$ cat config.mk
export PLATFORM = sky130hd
export DESIGN_NAME = qpot_spi_front
export DESIGN_NICKNAME = d
export VERILOG_FILES = /design/src/rtl/qpot_pkg.sv /design/src/rtl/qpot_sync.sv /design/src/rtl/qpot_cmd_dec.sv /design/src/rtl/qpot_so_shift.sv /design/src/rtl/qpot_spi_front.sv
export SDC_FILE = /design/constraint.sdc
export NUM_CORES = 1
export LEC_CHECK = 0
export ABC_AREA = 1
export BUFFER_PORTS_ARGS = -buffer_cell sky130_fd_sc_hd__buf_2
export CORE_MARGIN = 1
export CORE_UTILIZATION = 45
export CTS_CLUSTER_SIZE = 25
export DETAILED_ROUTE_END_ITERATION = 12
export PLACE_DENSITY = 0.67
export SYNTH_ARGS = -nofsm -noshare
export SYNTH_HDL_FRONTEND = slang
export SYNTH_SLANG_ARGS = --single-unit
$ cat constraint.sdc
create_clock -name clk -period 1.8 [get_ports clk]
set_input_delay 0.27 -clock clk [delete_from_list [all_inputs] [get_ports clk]]
set_output_delay 0.27 -clock clk [all_outputs]
set_load 0.005 [all_outputs]
$ cat src/rtl/qpot_pkg.sv
package qpot_pkg;

  localparam int BYTE_W = 8;
  localparam int SEL_W  = 2;

  // Identification byte: family nibble, two zero bits, strap pair
  localparam logic [3:0] FAMILY_ID = 4'b0101;
  localparam logic [7:0] STATUS_BYTE = 8'b0101_0001;

  // Instruction nibble values
  localparam logic [3:0] OPC_RD_WIPER = 4'b1001;
  localparam logic [3:0] OPC_WR_WIPER = 4'b1010;
  localparam logic [3:0] OPC_RD_DREG  = 4'b1011;
  localparam logic [3:0] OPC_WR_DREG  = 4'b1100;
  localparam logic [3:0] OPC_D2W      = 4'b1101;
  localparam logic [3:0] OPC_W2D      = 4'b1110;
  localparam logic [3:0] OPC_ALL_D2W  = 4'b0001;
  localparam logic [3:0] OPC_ALL_W2D  = 4'b1000;
  localparam logic [3:0] OPC_STEP     = 4'b0010;

  typedef enum logic [3:0] {
    REQ_RD_WIPER = 4'd0,
    REQ_WR_WIPER = 4'd1,
    REQ_RD_DREG  = 4'd2,
    REQ_WR_DREG  = 4'd3,
    REQ_D2W      = 4'd4,
    REQ_W2D      = 4'd5,
    REQ_ALL_D2W  = 4'd6,
    REQ_ALL_W2D  = 4'd7,
    REQ_STEP_UP  = 4'd8,
    REQ_STEP_DN  = 4'd9
  } req_op_e;

  typedef enum logic [2:0] {
    PH_ID,
    PH_INSTR,
    PH_DATA,
    PH_STEP,
    PH_IDLE
  } phase_e;

endpackage

$ cat src/rtl/qpot_sync.sv
module qpot_sync #(
  parameter int          W       = 1,
  parameter int          STAGES  = 2,
  parameter logic [W-1:0] RST_VAL = '0
) (
  input  logic         clk,
  input  logic         rst_n,
  input  logic [W-1:0] d,
  output logic [W-1:0] q
);

  logic [W-1:0] stg_q [STAGES];

  always_ff @(posedge clk or negedge rst_n) begin
    if (!rst_n) begin
      for (int i = 0; i < STAGES; i++) stg_q[i] <= RST_VAL;
    end else begin
      stg_q[0] <= d;
      for (int i = 1; i < STAGES; i++) stg_q[i] <= stg_q[i-1];
    end
  end

  assign q = stg_q[STAGES-1];

endmodule

$ cat src/rtl/qpot_cmd_dec.sv
module qpot_cmd_dec
  import qpot_pkg::*;
#(
  parameter int DATA_W = 6
) (
  input  logic              clk,
  input  logic              rst_n,
  input  logic              sel,
  input  logic              bit_rise,
  input  logic              si_bit,
  input  logic [SEL_W-1:0]  strap,
  output logic              req_valid,
  output req_op_e           req_op,
  output logic [SEL_W-1:0]  req_pot,
  output logic [SEL_W-1:0]  req_reg,
  output logic [DATA_W-1:0] req_wdata,
  output logic              ld_stat,
  output logic              ld_bank,
  output logic              rd_phase
);

  localparam int CNT_W = $clog2(BYTE_W);
  localparam logic [CNT_W-1:0] LAST_BIT = CNT_W'(BYTE_W - 1);

  phase_e               phase_q, phase_n;
  logic [CNT_W-1:0]     cnt_q, cnt_n;
  logic [BYTE_W-2:0]    sh_q, sh_n;
  logic                 rd_q, rd_n;
  logic                 wr_q, wr_n;
  req_op_e              wop_q, wop_n;
  logic [SEL_W-1:0]     pot_q, pot_n;
  logic [SEL_W-1:0]     reg_q, reg_n;

  logic                 rv_n, lds_n, ldb_n;
  req_op_e              rop_n;
  logic [SEL_W-1:0]     rpot_n, rreg_n;
  logic [DATA_W-1:0]    rwd_n;
  logic [BYTE_W-1:0]    full;

  assign full = {sh_q, si_bit};

  always_comb begin
    phase_n = phase_q;
    cnt_n   = cnt_q;
    sh_n    = sh_q;
    rd_n    = rd_q;
    wr_n    = wr_q;
    wop_n   = wop_q;
    pot_n   = pot_q;
    reg_n   = reg_q;
    rv_n    = 1'b0;
    lds_n   = 1'b0;
    ldb_n   = 1'b0;
    rop_n   = req_op;
    rpot_n  = req_pot;
    rreg_n  = req_reg;
    rwd_n   = req_wdata;

    if (!sel) begin
      phase_n = PH_ID;
      cnt_n   = '0;
    end else if (bit_rise) begin
      cnt_n = cnt_q + CNT_W'(1);
      sh_n  = full[BYTE_W-2:0];
      if (phase_q == PH_STEP) begin
        rv_n   = 1'b1;
        rop_n  = si_bit ? REQ_STEP_UP : REQ_STEP_DN;
        rpot_n = pot_q;
        rreg_n = '0;
      end else if (cnt_q == LAST_BIT) begin
        unique case (phase_q)
          PH_ID: begin
            phase_n = (full == {FAMILY_ID, 2'b00, strap}) ? PH_INSTR : PH_IDLE;
          end
          PH_INSTR: begin
            pot_n   = full[SEL_W-1:0];
            reg_n   = full[2*SEL_W-1:SEL_W];
            rd_n    = 1'b0;
            wr_n    = 1'b0;
            phase_n = PH_IDLE;
            rpot_n  = full[SEL_W-1:0];
            rreg_n  = full[2*SEL_W-1:SEL_W];
            if (full == STATUS_BYTE) begin
              phase_n = PH_DATA;
              rd_n    = 1'b1;
              lds_n   = 1'b1;
            end else begin
              case (full[BYTE_W-1:BYTE_W-4])
                OPC_RD_WIPER, OPC_RD_DREG: begin
                  rv_n    = 1'b1;
                  ldb_n   = 1'b1;
                  rd_n    = 1'b1;
                  phase_n = PH_DATA;
                  rop_n   = (full[BYTE_W-1:BYTE_W-4] == OPC_RD_WIPER) ? REQ_RD_WIPER : REQ_RD_DREG;
                end
                OPC_WR_WIPER, OPC_WR_DREG: begin
                  wr_n    = 1'b1;
                  phase_n = PH_DATA;
                  wop_n   = (full[BYTE_W-1:BYTE_W-4] == OPC_WR_WIPER) ? REQ_WR_WIPER : REQ_WR_DREG;
                end
                OPC_D2W: begin rv_n = 1'b1; rop_n = REQ_D2W; end
                OPC_W2D: begin rv_n = 1'b1; rop_n = REQ_W2D; end
                OPC_ALL_D2W: begin
                  rv_n  = (full[SEL_W-1:0] == '0);
                  rop_n = REQ_ALL_D2W;
                end
                OPC_ALL_W2D: begin
                  rv_n  = (full[SEL_W-1:0] == '0);
                  rop_n = REQ_ALL_W2D;
                end
                OPC_STEP: phase_n = PH_STEP;
                default: phase_n = PH_IDLE;
              endcase
            end
          end
          PH_DATA: begin
            phase_n = PH_IDLE;
            if (wr_q) begin
              rv_n   = 1'b1;
              rop_n  = wop_q;
              rpot_n = pot_q;
              rreg_n = reg_q;
              rwd_n  = full[DATA_W-1:0];
            end
          end
          default: phase_n = PH_IDLE;
        endcase
      end
    end
  end

  always_ff @(posedge clk or negedge rst_n) begin
    if (!rst_n) begin
      phase_q   <= PH_ID;
      cnt_q     <= '0;
      sh_q      <= '0;
      rd_q      <= 1'b0;
      wr_q      <= 1'b0;
      wop_q     <= REQ_WR_WIPER;
      pot_q     <= '0;
      reg_q     <= '0;
      req_valid <= 1'b0;
      req_op    <= REQ_RD_WIPER;
      req_pot   <= '0;
      req_reg   <= '0;
      req_wdata <= '0;
      ld_stat   <= 1'b0;
      ld_bank   <= 1'b0;
    end else begin
      phase_q   <= phase_n;
      cnt_q     <= cnt_n;
      sh_q      <= sh_n;
      rd_q      <= rd_n;
      wr_q      <= wr_n;
      wop_q     <= wop_n;
      pot_q     <= pot_n;
      reg_q     <= reg_n;
      req_valid <= rv_n;
      req_op    <= rop_n;
      req_pot   <= rpot_n;
      req_reg   <= rreg_n;
      req_wdata <= rwd_n;
      ld_stat   <= lds_n;
      ld_bank   <= ldb_n;
    end
  end

  assign rd_phase = (phase_q == PH_DATA) && rd_q;

  // every request is the consequence of a sampled SCK rising edge
  a_r3_req_after_rise: assert property (@(posedge clk) disable iff (!rst_n)
    req_valid |-> $past(bit_rise));

  // global transfers only leave with pot field 00
  a_r7_global_pot_zero: assert property (@(posedge clk) disable iff (!rst_n)
    (req_valid && (req_op == REQ_ALL_D2W || req_op == REQ_ALL_W2D)) |-> (req_pot == '0));

endmodule

$ cat src/rtl/qpot_so_shift.sv
module qpot_so_shift
  import qpot_pkg::*;
#(
  parameter int DATA_W = 6
) (
  input  logic              clk,
  input  logic              rst_n,
  input  logic              sel,
  input  logic              bit_fall,
  input  logic              rd_phase,
  input  logic              ld_stat,
  input  logic              ld_bank,
  input  logic [DATA_W-1:0] rd_data,
  input  logic              wip,
  output logic              so_d
);

  localparam int PAD = BYTE_W - DATA_W;

  logic [BYTE_W-1:0] sh_q, sh_n;
  logic              pend_q, pend_n;
  logic              so_q, so_n;

  always_comb begin
    sh_n   = sh_q;
    so_n   = so_q;
    pend_n = ld_bank;
    if (ld_stat) sh_n = {{(BYTE_W-1){1'b0}}, wip};
    if (pend_q)  sh_n = {{PAD{1'b0}}, rd_data};
    if (!sel) begin
      so_n = 1'b0;
    end else if (bit_fall) begin
      if (rd_phase) begin
        so_n = sh_q[BYTE_W-1];
        sh_n = {sh_q[BYTE_W-2:0], 1'b0};
      end else begin
        so_n = 1'b0;
      end
    end
  end

  always_ff @(posedge clk or negedge rst_n) begin
    if (!rst_n) begin
      sh_q   <= '0;
      pend_q <= 1'b0;
      so_q   <= 1'b0;
    end else begin
      sh_q   <= sh_n;
      pend_q <= pend_n;
      so_q   <= so_n;
    end
  end

  assign so_d = so_q;

  // the output bit only moves after a falling SCK edge or on deselect
  a_r5_so_moves_on_fall: assert property (@(posedge clk) disable iff (!rst_n)
    !$stable(so_q) |-> ($past(bit_fall) || !$past(sel)));

endmodule

$ cat src/rtl/qpot_spi_front.sv
module qpot_spi_front
  import qpot_pkg::*;
#(
  parameter int DATA_W      = 6,
  parameter int SYNC_STAGES = 2
) (
  input  logic              clk,
  input  logic              rst_n,
  input  logic              cs_n,
  input  logic              sck,
  input  logic              si,
  input  logic              hold_n,
  input  logic [1:0]        dev_addr,
  input  logic              wip,
  input  logic [DATA_W-1:0] rd_data,
  output logic              so_d,
  output logic              so_en,
  output logic              req_valid,
  output logic [3:0]        req_op,
  output logic [1:0]        req_pot,
  output logic [1:0]        req_reg,
  output logic [DATA_W-1:0] req_wdata
);

  localparam int PIN_W = 4;
  // chip select reset value 0: a select already low at reset is not a new frame
  localparam logic [PIN_W-1:0] PIN_RST = 4'b0001;

  logic [1:0] rst_sh_q;
  logic       rst_ni;

  always_ff @(posedge clk or negedge rst_n) begin
    if (!rst_n) rst_sh_q <= 2'b00;
    else        rst_sh_q <= {rst_sh_q[0], 1'b1};
  end
  assign rst_ni = rst_sh_q[1];

  logic [PIN_W-1:0] pins_s;
  logic s_cs, s_sck, s_si, s_hold;

  qpot_sync #(.W(PIN_W), .STAGES(SYNC_STAGES), .RST_VAL(PIN_RST)) u_sync (
    .clk   (clk),
    .rst_n (rst_ni),
    .d     ({cs_n, sck, si, hold_n}),
    .q     (pins_s)
  );
  assign {s_cs, s_sck, s_si, s_hold} = pins_s;

  logic sel_q, sel_n;
  logic csq_q, sckq_q;
  logic paused_q, paused_n;
  logic cs_fall, bit_rise, bit_fall;

  assign cs_fall  = csq_q & ~s_cs;
  assign bit_rise = sel_q & ~paused_q &  s_sck & ~sckq_q;
  assign bit_fall = sel_q & ~paused_q & ~s_sck &  sckq_q;

  always_comb begin
    sel_n    = ~s_cs & (sel_q | cs_fall);
    paused_n = paused_q;
    if (s_cs)        paused_n = 1'b0;
    else if (!s_sck) paused_n = ~s_hold;
  end

  always_ff @(posedge clk or negedge rst_ni) begin
    if (!rst_ni) begin
      sel_q    <= 1'b0;
      csq_q    <= 1'b0;
      sckq_q   <= 1'b0;
      paused_q <= 1'b0;
    end else begin
      sel_q    <= sel_n;
      csq_q    <= s_cs;
      sckq_q   <= s_sck;
      paused_q <= paused_n;
    end
  end

  assign so_en = sel_q & ~paused_q;

  logic    ld_stat, ld_bank, rd_phase;
  req_op_e op_e;

  qpot_cmd_dec #(.DATA_W(DATA_W)) u_dec (
    .clk       (clk),
    .rst_n     (rst_ni),
    .sel       (sel_q),
    .bit_rise  (bit_rise),
    .si_bit    (s_si),
    .strap     (dev_addr),
    .req_valid (req_valid),
    .req_op    (op_e),
    .req_pot   (req_pot),
    .req_reg   (req_reg),
    .req_wdata (req_wdata),
    .ld_stat   (ld_stat),
    .ld_bank   (ld_bank),
    .rd_phase  (rd_phase)
  );
  assign req_op = op_e;

  qpot_so_shift #(.DATA_W(DATA_W)) u_so (
    .clk      (clk),
    .rst_n    (rst_ni),
    .sel      (sel_q),
    .bit_fall (bit_fall),
    .rd_phase (rd_phase),
    .ld_stat  (ld_stat),
    .ld_bank  (ld_bank),
    .rd_data  (rd_data),
    .wip      (wip),
    .so_d     (so_d)
  );

  // a paused frame issues nothing
  a_r12_no_req_paused: assert property (@(posedge clk) disable iff (!rst_ni)
    paused_q |-> !req_valid);

  // a high chip select releases the output on the next clock
  a_r11_cs_high_releases_so: assert property (@(posedge clk) disable iff (!rst_ni)
    s_cs |=> !so_en);

endmodule

### Word-level counts from Yosys, hierarchy flattened

Index checks and enable logic that the tools add are counted.

| storage, ports and cells | value |
|---|---|
| register bits after elaboration | 64 |
| bits of input ports | 15 |
| output and inout bits | 17 |
| logic and storage cells | 142 |

| operators by class | value |
|---|---|
| add/subtract/negate cells | 1 |
| equality and inequality tests | 23 |
| mux-type cells | 61 |
| bitwise operators | 15 |
| reduce and logical (&&, ||, !) cells | 17 |

Operators with widths:

| operator | count |
|---|---|
| $mux W8 | 5 |
| $eq A4 B4 Y1 const B | 7 |
| $mux W1 | 28 |
| $mux W3 | 8 |
| $pmux W4 S5 | 1 |
| $mux W2 | 8 |
| $mux W4 | 4 |
| $reduce_and A7 Y1 | 2 |
| $pmux W3 S2 | 2 |
| $reduce_and A5 Y1 | 2 |
| $eq A8 B7 Y1 | 1 |
| $eq A8 B7 Y1 const B | 1 |
| $ne A2 B1 Y1 const B | 4 |
| $pmux W2 S2 | 2 |
| $pmux W4 S2 | 1 |
| $reduce_or A4 Y1 | 2 |
| $and A1 B1 Y1 | 7 |
| $ne A7 B1 Y1 const B | 1 |
| $not A1 Y1 | 7 |
| $eq A3 B2 Y1 const B | 2 |
| $reduce_and A6 Y1 | 1 |
| $reduce_or A2 Y1 | 3 |
| $eq A4 B1 Y1 const B | 1 |
| $eq A4 B2 Y1 const B | 1 |
| 15 further kinds | 16 |

### Longest topological paths before layout

| logic depth | value |
|---|---|
| depth after elaboration | 9 |
| depth in mapped cells | 10 |

### Hierarchy

Synthesis repeated with hierarchy kept, for this count alone.

| second synthesis, totals | value |
|---|---|
| cells, all modules | 342 |
| area total of the unflattened synthesis | 2882.8 µm² |

Modules (own cells, without submodules):

| module | times used | cells an instance | area an instance (µm²) |
|---|---|---|---|
| qpot_cmd_dec | 1 | 239 | 1895.6 |
| qpot_so_shift | 1 | 67 | 534.3 |
| qpot_sync | 1 | 12 | 232.7 |
| qpot_spi_front | 1 | 24 | 220.2 |

### Least setup slack after synthesis

No wires, ideal clock.

| timing | value |
|---|---|
| path type | register to register |
| start point | register u_dec.cnt_q[0] |
| end point | register u_dec.req_reg[0] |
| setup time | 0.123 ns |
| arrival time | 1.331 ns |
| path slack | 0.346 ns |
| cell stages (with the launch flop) | 10 |
| clock period less this slack | 1.454 ns |
| path through | dfrtp_1 > ha_1 > ha_1 > inv_1 > nand2_1 > nand2_1 > nor2_4 > buf_6 > nor2_1 > a21oi_2 |

| on the way | value |
|---|---|
| longest elaborated chain between the ends | 3 |

RTL lines:

| item | RTL line | text |
|---|---|---|
| start, declared | qpot_cmd_dec.sv:26 | `logic [CNT_W-1:0] cnt_q, cnt_n;` |
| start signal, assigned | qpot_cmd_dec.sv:151 | `cnt_q <= cnt_n;` |
| $eq A3 B3 Y1 | qpot_cmd_dec.sv:70 | `end else if (cnt_q == LAST_BIT) begin` |
| $reduce_bool A2 Y1 (no source line) | - |  |
| $reduce_and A5 Y1 (no source line) | - |  |
| end signal, assigned | qpot_cmd_dec.sv:161 | `req_reg <= rreg_n;` |
| end, declared | qpot_cmd_dec.sv:15 | `output logic [SEL_W-1:0] req_reg,` |

No other way between the ends.
A chain may end at the register's enable or synchronous reset.

### Final worst setup path

| timing | value |
|---|---|
| start point | register u_dec.cnt_q[0] |
| end point | register u_dec.req_wdata[1] |

| on the way | value |
|---|---|
| longest elaborated chain between the ends | 2 |

RTL lines:

| item | RTL line | text |
|---|---|---|
| $eq A3 B3 Y1 | qpot_cmd_dec.sv:70 |  |
| $reduce_and A6 Y1 (no source line) | - |  |
| end signal, assigned | qpot_cmd_dec.sv:162 | `req_wdata <= rwd_n;` |
| end, declared | qpot_cmd_dec.sv:16 | `output logic [DATA_W-1:0] req_wdata,` |

No other way between the ends.

==> flow_summary.ini <==
[drt]
wl_per_cell_um = 11.9
dr.pass1.iters = 4
antenna_left = 0
detail_route.drc_violations = 0
vias_per_cell = 4.85
drtIter0Drc = 151
num_vias = 2034
routed_wirelength_um = 4970

[setup_path]
crit_type = flip-flop to flip-flop
r2r_setup_slack_ns = 0.23
cp_max_fo = 12
ff2ff_path_depth = 7
critPathRequiredTime_ns = 2.05
cp.arrival_ns = 1.82
rr_startpoint = u_dec.cnt_q[0]
start_kind = flip-flop
critPathCaptureType = flip-flop
r2r_end = u_dec.req_wdata[1]

[flow_run]
cap_violations = 0

[placed_design]
place_hpwl_um = 3510
routabilityCongestion = 0.992
placed_area_um2 = 2890
detailedPlace.worstSlack_ns = 0.0992
portBuffers = 31

[layout]
final_core_util_pct = 56.3
largest-register = u_so.sh_q
finalNetCount = 359
drive_above_1_share_pct = 20.7
layout_common_cells = 84 x nand2_1, 58 x dfrtp_1, 38 x nor2_1
reg.largest.list = u_so.sh_q: 8 flops, u_dec.sh_q: 7 flops, u_dec.req_wdata: 6 flops
largest_reg_flops = 8
design_area_um2 = 3140
area_delta_synth_final_pct = 18.5
n_antenna_cell = 0
final_common_cell = nand2_1

[synth]
avgSynthCellArea_um2 = 8.79
yosysWarningCount = 0
synth.cell_area_um2 = 2650
ys_seq_elements = 61
synth_fp_nets = 318
synth_top_area_cell = dfrtp_1
ys_seq_area_share_pct = 57.8
synthTopCellsByArea = dfrtp_1 56%, nand2_1 12%, nor2_1 5.4%
ys_types = 33
synthCells = 301
synth_top_area_share_pct = 55.8

[timing]
setup_viol = 0
hold_slack_ns = 0.0261
rsz0062_at_grt = no
hold_violations = 0
layout_setup_ws_ns = 0.230
period_share_pct = 87.2
period_minus_slack_ns = 1.57
finalMaxSlewViolations = 0
setup_tns_ns = 0
finClkSkew_ns = 0.0116
fmax_mhz = 637

[grt]
grt_pass1_wl_um = 8510
grt-ovfl-total = 0
grt_usage_pct = 18.4
grt_pass1_vias = 1838
grt_start_max_net_pins = 49
antenna_found_initial = 0

[worst_hold_path]
worstHoldStart = hold_n
worstHoldPathType = input port to flip-flop
min_to = u_sync.stg_q[4]
hold_path_depth = 1

[pwr]
max-vdd-ir-drop_v = 0.000553
powerDensity_nw_per_um2 = 979
power.leakage_nw = 1.71

[floorplanning]
pin_count = 32
core_um2 = 5570
initial_utilization_pct = 47.5
die_y_um = 78.7
die_x_um = 78.7
rows = 27
dieArea_um2 = 6190

[clock_tree]
cts_root_buffer = clkbuf_8
cts_buffers = 9
htree_levels = 3
clockBufferDepth = 2
clk_pin_slew_ns = 0.07
worstSkewPairLatency_ns = 0.34
cts_tree = yes
cts_num_sinks = 61

[status]
status = completed
-- worst max-delay path by stage --
stage / slack (ns) / from / cells after the start / to
2_1_floorplan: 0.35 / u_dec.cnt_q[0] / 9 / u_dec.req_reg[0]
3_3_place_gp: 0.10 / u_dec.phase_q[2] / 7 / u_so.so_d
3_5_place_dp: 0.1 / u_dec.phase_q[2] / 7 / u_so.so_d
4_1_cts: 0.09 / u_dec.phase_q[2] / 7 / u_so.so_d
5_1_grt: 0.08 / u_dec.phase_q[1] / 8 / u_dec.req_op[0]
6_report: 0.23 / u_dec.cnt_q[0] / 7 / u_dec.req_wdata[1]
-- through the flow --
stage | std cells | total power, mW
after global placement | 401 | 1.76
after detailed placement | 401 | 1.76
final | 419 | 3.07
after CTS | 418 | 3.10
after floorplan | 301 | 1.67
after global routing | 419 | 3.20
-- routing by layer --
metal	up-vias	wire length, µm	track usage (%)
met5	-	0	0
met1	936	2470	25.3
met3	15	191	4.19
met2	41	2180	26.7
li1	1042	-	-
met4	0	133	10.7
-- cell usage after synthesis (all sizes together) --
master / n
a211oi: 1
a21oi: 7
a22o: 2
a22oi: 5
a31oi: 2
buf: 4
clkbuf: 2
clkinv: 1
conb: 1
dfrtp: 59
dfstp: 2
ha: 2
inv: 33
mux2: 1
mux2i: 1
nand2: 89
nand3: 11
nor2: 41
nor3: 3
nor4: 1
o21a: 2
o21ai: 29
o22ai: 1
xnor2: 1
-- report_power, final --
group / switching (mW) / internal [mW]
Sequential: 0.0473 / 1.43
Combinational: 0.163 / 0.0921
Clock: 0.525 / 0.811
-- worst max-delay path, cell delays in order (launching register included) --
cell and delay [ns]:
dfrtp_1 0.39, ha_1 0.20, ha_1 0.17, inv_1 0.16, nor3_2 0.08, nand2_1 0.30, nand2_1 0.08, o21ai_1 0.10
-- final cells by class --
cell class,instances,area (µm²)
Clock buffer,11,141
Fill cell,531,2440
Multi-Input combinational cell,200,958
Sequential cell,61,1530
Timing Repair Buffer,36,208
Clock inverter,5,75.1
Tap cell,72,90.1
Inverter,34,133
-- timing repair --
action,CTS,global route
gates resized for setup,0,2
endpoints found under the hold margin,2,0
endpoints found under the setup margin,0,5
hold buffers,1,0
buffers inserted,0,1
-- logic make-up (layout without fill, tap and decap cells) --
group / Yosys count / count (layout) / synth area share, %
other: 1 / 1 / 0.142
adder cells (fa/ha/maj): 2 / 2 / 0.946
buffers and inverters: 40 / 86 / 6.29
AND/OR/NAND/NOR: 145 / 145 / 22.9
XOR/XNOR: 1 / 1 / 0.331
multiplexers: 2 / 2 / 0.804
flip-flops: 61 / 61 / 57.8
AO/OA/AOI/OAI: 49 / 49 / 10.7
(Power assumes the default switching activity.)
